File: src/rtl/vss_pkg.sv
package vss_pkg;
  typedef enum logic [1:0] {
    UPD_KEEP = 2'd0,
    UPD_LOAD = 2'd1,
    UPD_MOVE = 2'd2
  } upd_e;
endpackage

File: src/rtl/vss_next_elem.sv
module vss_next_elem #(
  parameter int STEP_W = 7,
  parameter int MASK_W = 64
) (
  input  logic [STEP_W-1:0] cand,
  input  logic [STEP_W-1:0] vl,
  input  logic [MASK_W-1:0] mask,
  input  logic              zero,
  output logic [STEP_W-1:0] res
);
  localparam int NSTEP = 1 << STEP_W;

  logic [NSTEP-1:0] mpad;

  always_comb begin
    mpad = '0;
    mpad[MASK_W-1:0] = mask;
  end

  // lowest enabled index in [cand, vl); vl when none
  always_comb begin
    res = vl;
    if (zero || cand >= vl) begin
      res = cand;
    end else begin
      for (int i = NSTEP - 1; i >= 0; i--) begin
        if (STEP_W'(i) >= cand && STEP_W'(i) < vl && mpad[i]) res = STEP_W'(i);
      end
    end
  end
endmodule

File: src/rtl/vss_cursor.sv
module vss_cursor
  import vss_pkg::*;
#(
  parameter int STEP_W = 7,
  parameter int SUB_W  = 2,
  parameter int MASK_W = 64
) (
  input  logic              clk,
  input  logic              rst,
  input  upd_e              upd,
  input  logic              hold,
  input  logic              zero,
  input  logic [MASK_W-1:0] mask,
  input  logic [STEP_W-1:0] vl,
  input  logic [SUB_W-1:0]  subvl,
  output logic [STEP_W-1:0] step,
  output logic [SUB_W-1:0]  sub
);
  logic              wrap;
  logic [STEP_W-1:0] cand;
  logic [SUB_W-1:0]  sub_nx;
  logic [STEP_W-1:0] skipped;
  logic [STEP_W-1:0] step_nx;

  assign wrap = (sub == subvl);

  always_comb begin
    if (upd == UPD_LOAD) begin
      cand   = '0;
      sub_nx = '0;
    end else if (wrap) begin
      cand   = hold ? step : step + STEP_W'(1);
      sub_nx = '0;
    end else begin
      cand   = step;
      sub_nx = sub + SUB_W'(1);
    end
  end

  vss_next_elem #(.STEP_W(STEP_W), .MASK_W(MASK_W)) u_skip (
    .cand (cand),
    .vl   (vl),
    .mask (mask),
    .zero (zero),
    .res  (skipped)
  );

  // skipping only takes place when the sub-step lands on 0
  assign step_nx = (sub_nx == '0) ? skipped : cand;

  always_ff @(posedge clk) begin
    if (rst) begin
      step <= '0;
      sub  <= '0;
    end else if (upd != UPD_KEEP) begin
      step <= step_nx;
      sub  <= sub_nx;
    end
  end
endmodule

File: src/rtl/vec_step_seq.sv
module vec_step_seq
  import vss_pkg::*;
#(
  parameter int STEP_W = 7,
  parameter int SUB_W  = 2,
  parameter int MASK_W = 64
) (
  input  logic              clk,
  input  logic              rst,
  input  logic              start,
  input  logic              advance,
  input  logic [STEP_W-1:0] vl,
  input  logic [SUB_W-1:0]  subvl,
  input  logic [MASK_W-1:0] src_mask,
  input  logic [MASK_W-1:0] dst_mask,
  input  logic              src_zero,
  input  logic              dst_zero,
  input  logic              src_hold,
  input  logic              dst_hold,
  output logic [STEP_W-1:0] src_step,
  output logic [SUB_W-1:0]  src_sub,
  output logic [STEP_W-1:0] dst_step,
  output logic [SUB_W-1:0]  dst_sub,
  output logic              loop_end,
  output logic              no_more
);
  localparam logic [STEP_W-1:0] ONE = STEP_W'(1);

  upd_e upd;
  logic src_fin, dst_fin;

  assign src_fin  = (src_step == vl - ONE) && (src_sub == subvl);
  assign dst_fin  = (dst_step == vl - ONE) && (dst_sub == subvl);
  assign loop_end = (vl != '0) && (src_fin || dst_fin);
  assign no_more  = (src_step == vl) || (dst_step == vl);

  always_comb begin
    if (start)                                   upd = UPD_LOAD;
    else if (advance && !loop_end && !no_more)   upd = UPD_MOVE;
    else                                         upd = UPD_KEEP;
  end

  vss_cursor #(.STEP_W(STEP_W), .SUB_W(SUB_W), .MASK_W(MASK_W)) u_src (
    .clk (clk), .rst (rst), .upd (upd), .hold (src_hold), .zero (src_zero),
    .mask (src_mask), .vl (vl), .subvl (subvl), .step (src_step), .sub (src_sub)
  );

  vss_cursor #(.STEP_W(STEP_W), .SUB_W(SUB_W), .MASK_W(MASK_W)) u_dst (
    .clk (clk), .rst (rst), .upd (upd), .hold (dst_hold), .zero (dst_zero),
    .mask (dst_mask), .vl (vl), .subvl (subvl), .step (dst_step), .sub (dst_sub)
  );
endmodule

File: config.mk
export PLATFORM = sky130hd
export DESIGN_NAME = vec_step_seq
export DESIGN_NICKNAME = d
export VERILOG_FILES = /design/src/rtl/vss_pkg.sv /design/src/rtl/vss_next_elem.sv /design/src/rtl/vss_cursor.sv /design/src/rtl/vec_step_seq.sv
export SDC_FILE = /design/constraint.sdc
export NUM_CORES = 1
export LEC_CHECK = 0
export BUFFER_PORTS_ARGS = -buffer_cell sky130_fd_sc_hd__buf_2
export CORE_ASPECT_RATIO = 1.25
export CORE_UTILIZATION = 55
export CTS_CLUSTER_DIAMETER = 80
export CTS_CLUSTER_SIZE = 10
export DETAILED_ROUTE_END_ITERATION = 12
export GPL_TIMING_DRIVEN = 0
export HOLD_SLACK_MARGIN = 0.15
export PLACE_DENSITY = 0.81
export SLEW_MARGIN = 0
export SYNTH_ARGS = -nofsm -noshare
export SYNTH_HDL_FRONTEND = slang
export SYNTH_HIERARCHICAL = 1
export SYNTH_SLANG_ARGS = --single-unit
File: constraint.sdc
create_clock -name clk -period 7.1 [get_ports clk]
set_input_delay 0.355 -clock clk [delete_from_list [all_inputs] [get_ports clk]]
set_output_delay 0.355 -clock clk [all_outputs]
set_load 0.03 [all_outputs]
# Word-level counts from Yosys, hierarchy flattened
# Index checks and enable logic that the tools add are counted.
dict set report word_totals {
  input_bits 145
  elab_cells 625
  reg_bits 18
  out_inout_bits 20
}
dict set report classes {
  n_addsub 5
  reduce_logical 271
  eq_ne 7
  n_lt_le_gt_ge 194
  mux 144
}
# op n
set ops {}
lappend ops {{$mux W7} 138}
lappend ops {{$ge A6 B7 Y1 const A} 64}
lappend ops {{$logic_and A1 B1 Y1} 261}
lappend ops {{$ge A5 B7 Y1 const A} 32}
lappend ops {{$lt A6 B7 Y1 const A} 32}
lappend ops {{$ge A4 B7 Y1 const A} 16}
lappend ops {{$lt A5 B7 Y1 const A} 16}
lappend ops {{$ge A3 B7 Y1 const A} 8}
lappend ops {{$lt A4 B7 Y1 const A} 8}
lappend ops {{$eq A7 B7 Y1} 4}
lappend ops {{$ge A1 B7 Y1 const A} 4}
lappend ops {{$ge A2 B7 Y1 const A} 4}
lappend ops {{$lt A3 B7 Y1 const A} 4}
lappend ops {{$add A7 B1 Y7 const B} 2}
lappend ops {{$ge A7 B7 Y1} 2}
lappend ops {{$lt A1 B7 Y1 const A} 2}
lappend ops {{$lt A2 B7 Y1 const A} 2}
lappend ops {{$mux W2} 6}
lappend ops {{$reduce_bool A7 Y1} 1}
lappend ops {{$sub A7 B1 Y7 const B} 1}
lappend ops {{$add A2 B1 Y2 const B} 2}
lappend ops {{$eq A2 B2 Y1} 2}
lappend ops {{$logic_not A2 Y1} 2}
lappend ops {{$logic_or A1 B1 Y1} 4}
lappend ops {{other kinds (3)} 4}

# Depth between registers and ports, before layout
# Gate-level depths: netlist of run 1.
dict set report logic_depth {
  depth_word 81
  depth_mapped 24
  ltp_nobuf 21
}

# Modules after synthesis
# Netlist of run 1, hierarchy kept.
# mod area_each_um2 cells_per_inst instances seq_area_each_um2
set by_module_without_submodules {}
lappend by_module_without_submodules {{vss_next_elem at u_src.u_skip} 2871.5 459 1 0.0}
lappend by_module_without_submodules {{vss_next_elem at u_dst.u_skip} 2703.8 442 1 0.0}
lappend by_module_without_submodules {vss_cursor 598.1 72 2 180.2}
lappend by_module_without_submodules {vec_step_seq 479.2 64 1 0.0}

# Least setup slack after synthesis of run 1
# OpenSTA, ideal clock, no wires.
dict set report synth_path {
  path_type {input-to-reg}
  from {in vl[2]}
  to {reg u_dst.step[2]}
  t_arrival_ns 5.944
  path_stages 21
  required_time_ns 6.978
  path_slack_ns 1.035
  path_buffers 4
  setup_ns 0.122
  cell_sequence {buf_6 -> or4_1 -> nor2_2 -> xnor2_1 -> a2111oi_2 -> a2111oi_0 -> nor2b_1 -> buf_2 -> nor2_1 -> clkbuf_1 -> inv_1 -> ha_1 -> nand2b_1 -> a21o_1 -> a21oi_1 -> o21ai_0 -> a31o_2 -> clkbuf_1 -> a221oi_1 -> o21ai_1 -> a221o_1}
}
dict set report synth_via {
  elab_chain_len 81
  elab_cells_between_ends 346
  cone_classes {add/sub (1); order compare (129); eq/ne (5); mux (70); reduce/logical (141)}
}
# element line
set synth_lines {}
lappend synth_lines {{start, declared} vec_step_seq.sv:12} ;# input logic [STEP_W-1:0] vl,
lappend synth_lines {{$sub A7 B1 Y7} {vec_step_seq.sv:32, vec_step_seq.sv:33}}
lappend synth_lines {{$eq A7 B7 Y1, on equally long branches} {vec_step_seq.sv:32, vec_step_seq.sv:33}}
lappend synth_lines {{$logic_and A1 B1 Y1, on equally long branches} {vec_step_seq.sv:32, vec_step_seq.sv:33}}
lappend synth_lines {{$logic_or A1 B1 Y1} vec_step_seq.sv:34} ;# assign loop_end = (vl != '0) && (src_fin || dst_fin);
lappend synth_lines {{$logic_and A1 B1 Y1} vec_step_seq.sv:34}
lappend synth_lines {{$logic_not A1 Y1} vec_step_seq.sv:39} ;# else if (advance && !loop_end && !no_more) upd = UPD_MOVE;
lappend synth_lines {{$logic_and A1 B1 Y1} vec_step_seq.sv:39}
lappend synth_lines {{$logic_and A1 B1 Y1 (*)} vec_step_seq.sv:39}
lappend synth_lines {{[2 not listed]} n/a}
lappend synth_lines {{via upd[1]} vec_step_seq.sv:29} ;# upd_e upd;
lappend synth_lines {{[1 not listed]} n/a}
lappend synth_lines {{$mux W7 (*)} vss_cursor.sv:28} ;# if (upd == UPD_LOAD) begin
lappend synth_lines {{via u_dst.cand[0]} vss_cursor.sv:20} ;# logic [STEP_W-1:0] cand;
lappend synth_lines {{$ge A6 B7 Y1} vss_next_elem.sv:27} ;# if (STEP_W'(i) >= cand && STEP_W'(i) < vl && mpad[i]) res = STEP_W'(i);
lappend synth_lines {{$logic_and A1 B1 Y1 (2 in a row)} vss_next_elem.sv:27}
lappend synth_lines {{$mux W7 (64 in a row)} vss_next_elem.sv:27}
lappend synth_lines {{$mux W7 (*)} vss_next_elem.sv:23} ;# if (zero || cand >= vl) begin
lappend synth_lines {{via u_dst.skipped[2]} vss_cursor.sv:22} ;# logic [STEP_W-1:0] skipped;
lappend synth_lines {{$mux W7 (*)} vss_cursor.sv:49} ;# assign step_nx = (sub_nx == '0) ? skipped : cand;
lappend synth_lines {{end signal, assigned} vss_cursor.sv:56} ;# step <= step_nx;
lappend synth_lines {{end, declared} vss_cursor.sv:16} ;# output logic [STEP_W-1:0] step,
# Mark *: on every way through the listed nets, which the timed path passes. The rest lies on a longest branch.
# A chain may end at the register's enable or synchronous reset.

# Final worst setup path of run 1
dict set report layout_path {
  from {in vl[0]}
  to {reg u_src.step[0]}
}
dict set report layout_via {
  elab_chain_len 81
  elab_cells_between_ends 346
  cone_classes {add/sub (1); order compare (129); eq/ne (5); mux (70); reduce/logical (141)}
}
# element line
set layout_lines {}
lappend layout_lines {{$sub A7 B1 Y7} {vec_step_seq.sv:32, vec_step_seq.sv:33}}
lappend layout_lines {{$eq A7 B7 Y1, on equally long branches} {vec_step_seq.sv:32, vec_step_seq.sv:33}}
lappend layout_lines {{$logic_and A1 B1 Y1, on equally long branches} {vec_step_seq.sv:32, vec_step_seq.sv:33}}
lappend layout_lines {{$logic_or A1 B1 Y1} vec_step_seq.sv:34}
lappend layout_lines {{$logic_and A1 B1 Y1} vec_step_seq.sv:34}
lappend layout_lines {{$logic_not A1 Y1} vec_step_seq.sv:39}
lappend layout_lines {{$logic_and A1 B1 Y1} vec_step_seq.sv:39}
lappend layout_lines {{$logic_and A1 B1 Y1 (*)} vec_step_seq.sv:39}
lappend layout_lines {{[2 not listed]} n/a}
lappend layout_lines {{via upd[1]} vec_step_seq.sv:29}
lappend layout_lines {{[1 not listed]} n/a}
lappend layout_lines {{$mux W7 (*)} vss_cursor.sv:28}
lappend layout_lines {{via u_src.cand[4]} vss_cursor.sv:20}
lappend layout_lines {{$ge A6 B7 Y1} vss_next_elem.sv:27}
lappend layout_lines {{$logic_and A1 B1 Y1 (2 in a row)} vss_next_elem.sv:27}
lappend layout_lines {{$mux W7 (64 in a row)} vss_next_elem.sv:27}
lappend layout_lines {{$mux W7 (*)} vss_next_elem.sv:23}
lappend layout_lines {{via u_src.skipped[0]} vss_cursor.sv:22}
lappend layout_lines {{$mux W7 (*)} vss_cursor.sv:49}
lappend layout_lines {{end signal, assigned} vss_cursor.sv:56}
lappend layout_lines {{end, declared} vss_cursor.sv:16}
# Marked as above.

==> results.md, run 1 <==
- Outcome: completed
- Vias in the first global route: 9916
- Final max-slew violation count: 0
- Post-route cell area: 0.008373 mm^2
- Crit path time final: 6572 ps
- Die Area: 0.01365 mm^2
- Clock Pin Slew Worst Setup and Hold Paths: 50 ps
- Worst-Margin Slew: 1247 ps
- GR Overflow Total: 0
- Cells after synthesis: 1109
- Worst Skew: 5.788 ps
- Crit Path Max Fanout: 16
- Worst Path Arrival: 6760 ps
- Ys Warns: 6
- Post-synth ARST share: 0%
- Pwr Total: 654.8 uW
- HPWL Detailed: 27.18 mm
- CTS Hold Buffers Added: 0
- Initial Utilization: 56.75%
- Vias: 10.64k
- H-tree Lvls: 1
- Root Buffer: clkbuf_16
- RSZ-0062 raised after global routing: no
- Maximum clock path buffer count: 2
- CTS tree: done
- Nature of the critical path startpoint: input pin
- Chip Height: 130.4 um
- Total GRT Usage: 51.46%
- CP Data Required Time: 7290 ps
- Max cap viols: 0
- Die width: 104.7 um
- Placed instance count: 1442
- Postcts setup bufs: 0
- Initial antenna violation count: 1
- Syn nets: 1271
- Port Buffers: 164
- Final Wtd Congestion: 1.192
- Avg Cell Area, Syn: 6.538 um^2
- Synthesized flop and latch total: 18
- Final setup margin: 527.9 ps
- Non-filler instance count after layout: 1446
- Core ar.: 0.01278 mm^2
- P per Cell Area: 78.20 mW/mm^2
- Worst vdd ir: 90.33 uV
- Clk Latency, worst-skew pair: 260 ps
- Fin nets: 1441
- Final setup violation count: 0
- Part of the cycle the worst path needs: 92.56%
- Via density: 7.358
- Pleak: 3.309 nW
- Post-Syn Area: 0.007251 mm^2
- Total routed wirelength: 35.20 mm
- Clock sinks: 18
- Initial DRC count: 1680
- Nature of the critical path endpoint: flop
- Num CTS Buffers: 3
- Share of layout cells above drive strength 1: 19.26%
- DP Area: 0.008295 mm^2
- Drt pass-1 iters: 8
- Fmax: 0.1522 GHz
- Number of remaining DRC errors: 0
- Area grow syn2layout: 15.48%
- Worst hold path type: input pin to flop
- EDFF count, synth: 0
- Pre-CTS setup slack: 816.0 ps
- Post-route ant nets: 0
- Fin. Hold Viols: 0
- Hold WS: 443.7 ps
- Routed wire length per instance: 24.34 um
- Largest net degree at the start of global routing: 17
- Crit Path Class: input pin to flop
- Seq/Total Area, Yosys: 4.970%
- Synth Flop Type: dfxtp_1
- Max_slew headroom: 16.02%
- Distinct cells, synth: 93
- CTS-repair resized insts: 0
- # IOs: 165
- First-pass GRT wire length: 54.17 mm
- Row cnt: 46
sequential cells by signal, indices dropped and copies added (netlist names):
| register | count |
|---|---|
| u_dst/sub | 2 |
| u_dst/step | 7 |
| u_src/sub | 2 |
| u_src/step | 7 |
final timing paths:
| check | startpoint | end | slack (ps) | cells after the start |
|---|---|---|---|---|
| setup / recovery | vl[0] | u_src/step[0] | 530 | 23 |
| hold / removal | rst | u_src/sub[0] | 440 | 2 |
| setup reg to reg | u_src/step[2] | u_src/step[0] | 740 | 20 |
| hold reg to reg | u_src/step[6] | u_src/step[6] | 610 | 1 |
Yosys cell counts (9+ instances only):
cell type	number	share of area, %
a211o_1	12	1.4
a211oi_1	11	1.1
a21o_1	16	1.7
a21oi_1	59	4.1
a221o_1	13	1.8
a2bb2oi_1	11	1.3
a31oi_1	17	1.5
and2_1	24	2.1
and3_1	12	1.0
and4_1	11	1.3
buf_2	30	2.1
clkbuf_1	36	1.9
dfxtp_1	18	5.0
ha_1	17	2.9
inv_1	34	1.8
nand2_1	103	5.3
nand2b_1	13	1.1
nand3_1	53	3.7
nand4_1	37	3.2
nor2_1	101	5.2
nor2b_1	16	1.4
nor3_1	43	3.0
nor4_1	21	1.8
o2111a_1	9	1.4
o2111ai_1	27	3.3
o211a_1	9	1.2
o211ai_1	25	2.6
o21a_1	11	1.1
o21ai_0	67	4.6
o221ai_1	11	1.3
or3_1	12	1.0
xnor2_1	27	3.3
xor2_1	11	1.3
critical path, cell delays in order:
cell       delay (ps)
buf_2             240
inv_1             100
ha_1              220
nor3b_2           240
nand2_1           180
xnor2_1           250
a2111oi_2          80
a2111oi_2         840
buf_4             290
nor2b_1            70
buf_2             170
nor2_1            630
buf_2             370
buf_1             460
o21ai_0           240
and4_1            250
a221oi_1          450
o211ai_1          260
nor4bb_1          320
o21ai_1           160
a31oi_1           350
mux2i_1           120
nor2_1            100
cells by family (layout without fill, tap and decap cells):
group | count (synthesis) | after routing | share of synthesized area [%]
mux | 4 | 4 | 0.5522
simple gates | 518 | 518 | 38.91
other cells | 0 | 1 | 0
flops | 18 | 18 | 4.970
buf+inv | 111 | 279 | 6.626
xor+xnor | 42 | 42 | 5.487
fa+ha+maj | 17 | 17 | 2.934
compound gates | 399 | 399 | 40.52
cell usage in the layout (no fill, tap or decap), types with 12 or more instances in the layout:
cell type,instances
a211o_1,12
a21o_1,16
a21oi_1,59
a221o_1,13
a31oi_1,17
and2_1,24
and3_1,12
buf_2,194
clkbuf_1,36
dfxtp_1,18
ha_1,17
inv_1,34
nand2_1,103
nand2b_1,13
nand3_1,53
nand4_1,37
nor2_1,101
nor2b_1,16
nor3_1,43
nor4_1,21
o2111ai_1,27
o211ai_1,25
o21ai_0,67
or3_1,12
xnor2_1,27
area by class of cell:
class	instances	area [um^2]
Clock buffer	3	75.07
Tap cell	168	210.2
Buffer	75	345.3
Inverter	36	135.1
Fill cell	1246	4404
Sequential cell	18	360.3
Antenna cell	1	2.502
Multi-Input combinational cell	980	6416
Timing Repair Buffer	165	828.3
per-layer routing:
metal | track usage [%] | vias up | wire length [um]
met5 | 0.7143 | - | 0
met4 | 45.90 | 0 | 3711
met3 | 20.68 | 285 | 4628
met2 | 79.90 | 1027 | 15120
met1 | 54.43 | 4648 | 11740
li1 | - | 4680 | -
report_power, final:
part / internal (mW) / switching, mW / total, mW
Clock: 0.0743 / 0.0417 / 0.116
Sequential: 0.103 / 0.00566 / 0.109
Combinational: 0.154 / 0.276 / 0.430
Total: 0.331 / 0.323 / 0.655
through the flow:
| stage | TNS, ps | utilization (%) |
|---|---|---|
| 6_report | 0 | 65.53 |
| 4_1_cts | 0 | 65.51 |
| 2_1_floorplan | 0 | - |
| 3_5_place_dp | 0 | 64.92 |
| 5_1_grt | 0 | 65.53 |
| 3_3_place_gp | -10900 | 64.82 |
(Power assumes the default switching activity.)
==> inputs of run 2 (changes only) <==
--- a/config.mk
+++ b/config.mk
@@ -8,6 +8,7 @@
 export BUFFER_PORTS_ARGS = -buffer_cell sky130_fd_sc_hd__buf_2
 export CORE_ASPECT_RATIO = 1.25
 export CORE_UTILIZATION = 55
+export CTS_BUF_LIST = sky130_fd_sc_hd__clkbuf_4
 export CTS_CLUSTER_DIAMETER = 80
 export CTS_CLUSTER_SIZE = 10
 export DETAILED_ROUTE_END_ITERATION = 12
==> results.md, run 2 (synthesis gave the netlist of run 1 again) <==
- Outcome: completed (unchanged)
- Fin nets: 1441 (unchanged)
- Post-route cell area: 0.008318 mm^2 (was 0.008373 mm^2)
- Worst vdd ir: 66.71 uV (was 90.33 uV)
- First-pass GRT wire length: 53.40 mm (was 54.17 mm)
- Most frequent cells in the layout: 194 x buf_2, 103 x nand2_1, 101 x nor2_1, 67 x o21ai_0, 59 x a21oi_1 (unchanged)
- Post-route ant nets: 0 (unchanged)
- Fin. Hold Viols: 0 (unchanged)
- Port Buffers: 164 (unchanged)
- Buf/Inv on CP: 5 (was 6)
- Num CTS Buffers: 3 (unchanged)
- Share of layout cells above drive strength 1: 19.26% (unchanged)
- CP Data Required Time: 7310 ps (was 7290 ps)
- Root Buffer: clkbuf_4 (was clkbuf_16)
- Vias in the first global route: 9910 (was 9916)
- RSZ-0062 raised after global routing: no (unchanged)
- Pleak: 3.286 nW (was 3.309 nW)
- Via density: 7.449 (was 7.358)
- Chip Height: 130.4 um (unchanged)
- Worst-path cell chain: buf_2 -> inv_1 -> ha_1 -> nor3b_2 -> nand2_1 -> xnor2_1 -> a2111oi_2 -> a2111oi_2 -> nor2b_1 -> buf_2 -> nor2_1 -> clkbuf_1 -> clkbuf_1 -> or2_1 -> nor2_1 -> nor3b_1 -> and2_1 -> nand4_1 -> o211a_1 -> a22o_1 -> a221o_1 (was buf_2 -> inv_1 -> ha_1 -> nor3b_2 -> nand2_1 -> xnor2_1 -> a2111oi_2 -> a2111oi_2 -> buf_4 -> nor2b_1 -> buf_2 -> nor2_1 -> buf_2 -> buf_1 -> o21ai_0 -> and4_1 -> a221oi_1 -> o211ai_1 -> nor4bb_1 -> o21ai_1 -> a31oi_1 -> mux2i_1 -> nor2_1)
- Non-filler instance count after layout: 1445 (was 1446)
- Antenna Cells: 0 (was 1)
- Worst Hold Path Cells: 2 (unchanged)
- Crit-path leading delay family: simple AND/OR/NAND/NOR gates (was compound AO/OA/AOI/OAI gates)
- Pre-CTS setup slack: 816.0 ps (unchanged)
- Crit path time final: 6386 ps (was 6572 ps)
- Initial Utilization: 56.75% (unchanged)
- Nature of the critical path startpoint: input pin (unchanged)
- HPWL Detailed: 27.18 mm (unchanged)
- Die Area: 0.01365 mm^2 (unchanged)
- Total routed wirelength: 34.99 mm (was 35.20 mm)
- Area grow syn2layout: 14.72% (was 15.48%)
- Area of the multi-input gates: 0.006416 mm^2 (unchanged)
- P per Cell Area: 71.30 mW/mm^2 (was 78.20 mW/mm^2)
- Critical path depth: 21 (was 23)
- # fillers: 1256 (was 1246)
- Register area: 360.3 um^2 (unchanged)
- CTS-repair resized insts: 0 (unchanged)
- Vias: 10.76k (was 10.64k)
- Row cnt: 46 (unchanged)
- GR Overflow Total: 0 (unchanged)
- H-tree Lvls: 1 (unchanged)
- Most common cell after layout, fill and taps aside: buf_2 (unchanged)
- DP Area: 0.008295 mm^2 (unchanged)
- Biggest registers after layout: u_dst/step x7, u_src/step x7 (unchanged)
- Die width: 104.7 um (unchanged)
- Postcts setup bufs: 0 (unchanged)
- # IOs: 165 (unchanged)
- Worst path max stage delay: 810 ps (was 840 ps)
- Routed wire length per instance: 24.21 um (was 24.34 um)
- Placed instance count: 1442 (unchanged)
- Worst-Margin Slew: 1268 ps (was 1247 ps)
- Worst Skew: 20.20 ps (was 5.788 ps)
- Crit Path Max Fanout: 16 (unchanged)
- Maximum clock path buffer count: 2 (unchanged)
- Clock sinks: 18 (unchanged)
- Worst Path Arrival: 6600 ps (was 6760 ps)
- Length in cells of the worst reg-to-reg path: 18 (was 20)
- Core ar.: 0.01278 mm^2 (unchanged)
- CTS tree: done (unchanged)
- Largest net degree at the start of global routing: 17 (unchanged)
- Max stage delay cell, worst path: a2111oi_2 (unchanged)
- Part of the cycle the worst path needs: 89.94% (was 92.56%)
- Initial antenna violation count: 1 (unchanged)
- Drt pass-1 iters: 8 (unchanged)
- Max_slew headroom: 14.58% (was 16.02%)
- Final Wtd Congestion: 1.192 (unchanged)
- Final setup violation count: 0 (unchanged)
- Clock Pin Slew Worst Setup and Hold Paths: 120 ps (was 50 ps)
- Crit Path Class: input pin to flop (unchanged)
- Worst hold path type: input pin to flop (unchanged)
- Final setup margin: 714.5 ps (was 527.9 ps)
- Clk Latency, worst-skew pair: 310 ps (was 260 ps)
- Max cap viols: 0 (unchanged)
- Final max-slew violation count: 0 (unchanged)
- Nature of the critical path endpoint: flop (unchanged)
- Fmax: 0.1566 GHz (was 0.1522 GHz)
- CTS Hold Buffers Added: 0 (unchanged)
- Number of remaining DRC errors: 0 (unchanged)
- Total GRT Usage: 50.32% (was 51.46%)
- Initial DRC count: 1593 (was 1680)
run 2: per-stage QoR:
step / hold slack (ps) / utilization, % / TNS, ps / total power [mW]
final: 384.1 / 65.10 / 0 / 0.5931
after global routing: 405.5 / 65.10 / 0 / 0.6253
after CTS: 379.1 / 65.10 / 0 / 0.5657
after detailed placement: 599.6 / 64.92 / 0 / 0.5120
after global placement: 601.9 / 64.82 / -10900 / 0.5097
after floorplan: 427.4 / - / 0 / 0.3659
run 2: path summary, 6_finish.rpt:
| kind | slack, ps | start | end |
|---|---|---|---|
| worst min-delay path | 380 | rst | u_dst/step[0] |
| worst min register to register | 620 | u_src/step[6] | u_src/step[6] |
| worst max register to register | 930 | u_src/step[2] | u_dst/step[5] |
| worst max-delay path | 710 | vl[0] | u_dst/step[5] |
run 2: metal layers:
metal	track usage, %	vias to the layer above	part of all wire, %
li1	-	4684	-
met4	44.66	0	11
met2	80.48	1017	43
met1	53.44	4769	34
met3	17.11	294	13
met5	0	-	0
run 2: layout make-up:
| type | count | share of cell area [%] |
|---|---|---|
| Inverter | 36 | 1.625 |
| Tap cell | 168 | 2.527 |
| Buffer | 75 | 4.152 |
| Timing Repair Buffer | 165 | 9.958 |
| Multi-Input combinational cell | 980 | 77.14 |
| Sequential cell | 18 | 4.332 |
| Clock buffer | 3 | 0.2708 |
run 2: report_power, final:
part	switching, mW	internal, mW
Sequential	0.00564	0.103
Combinational	0.277	0.154
Clock	0.0338	0.0198
Total	0.316	0.277
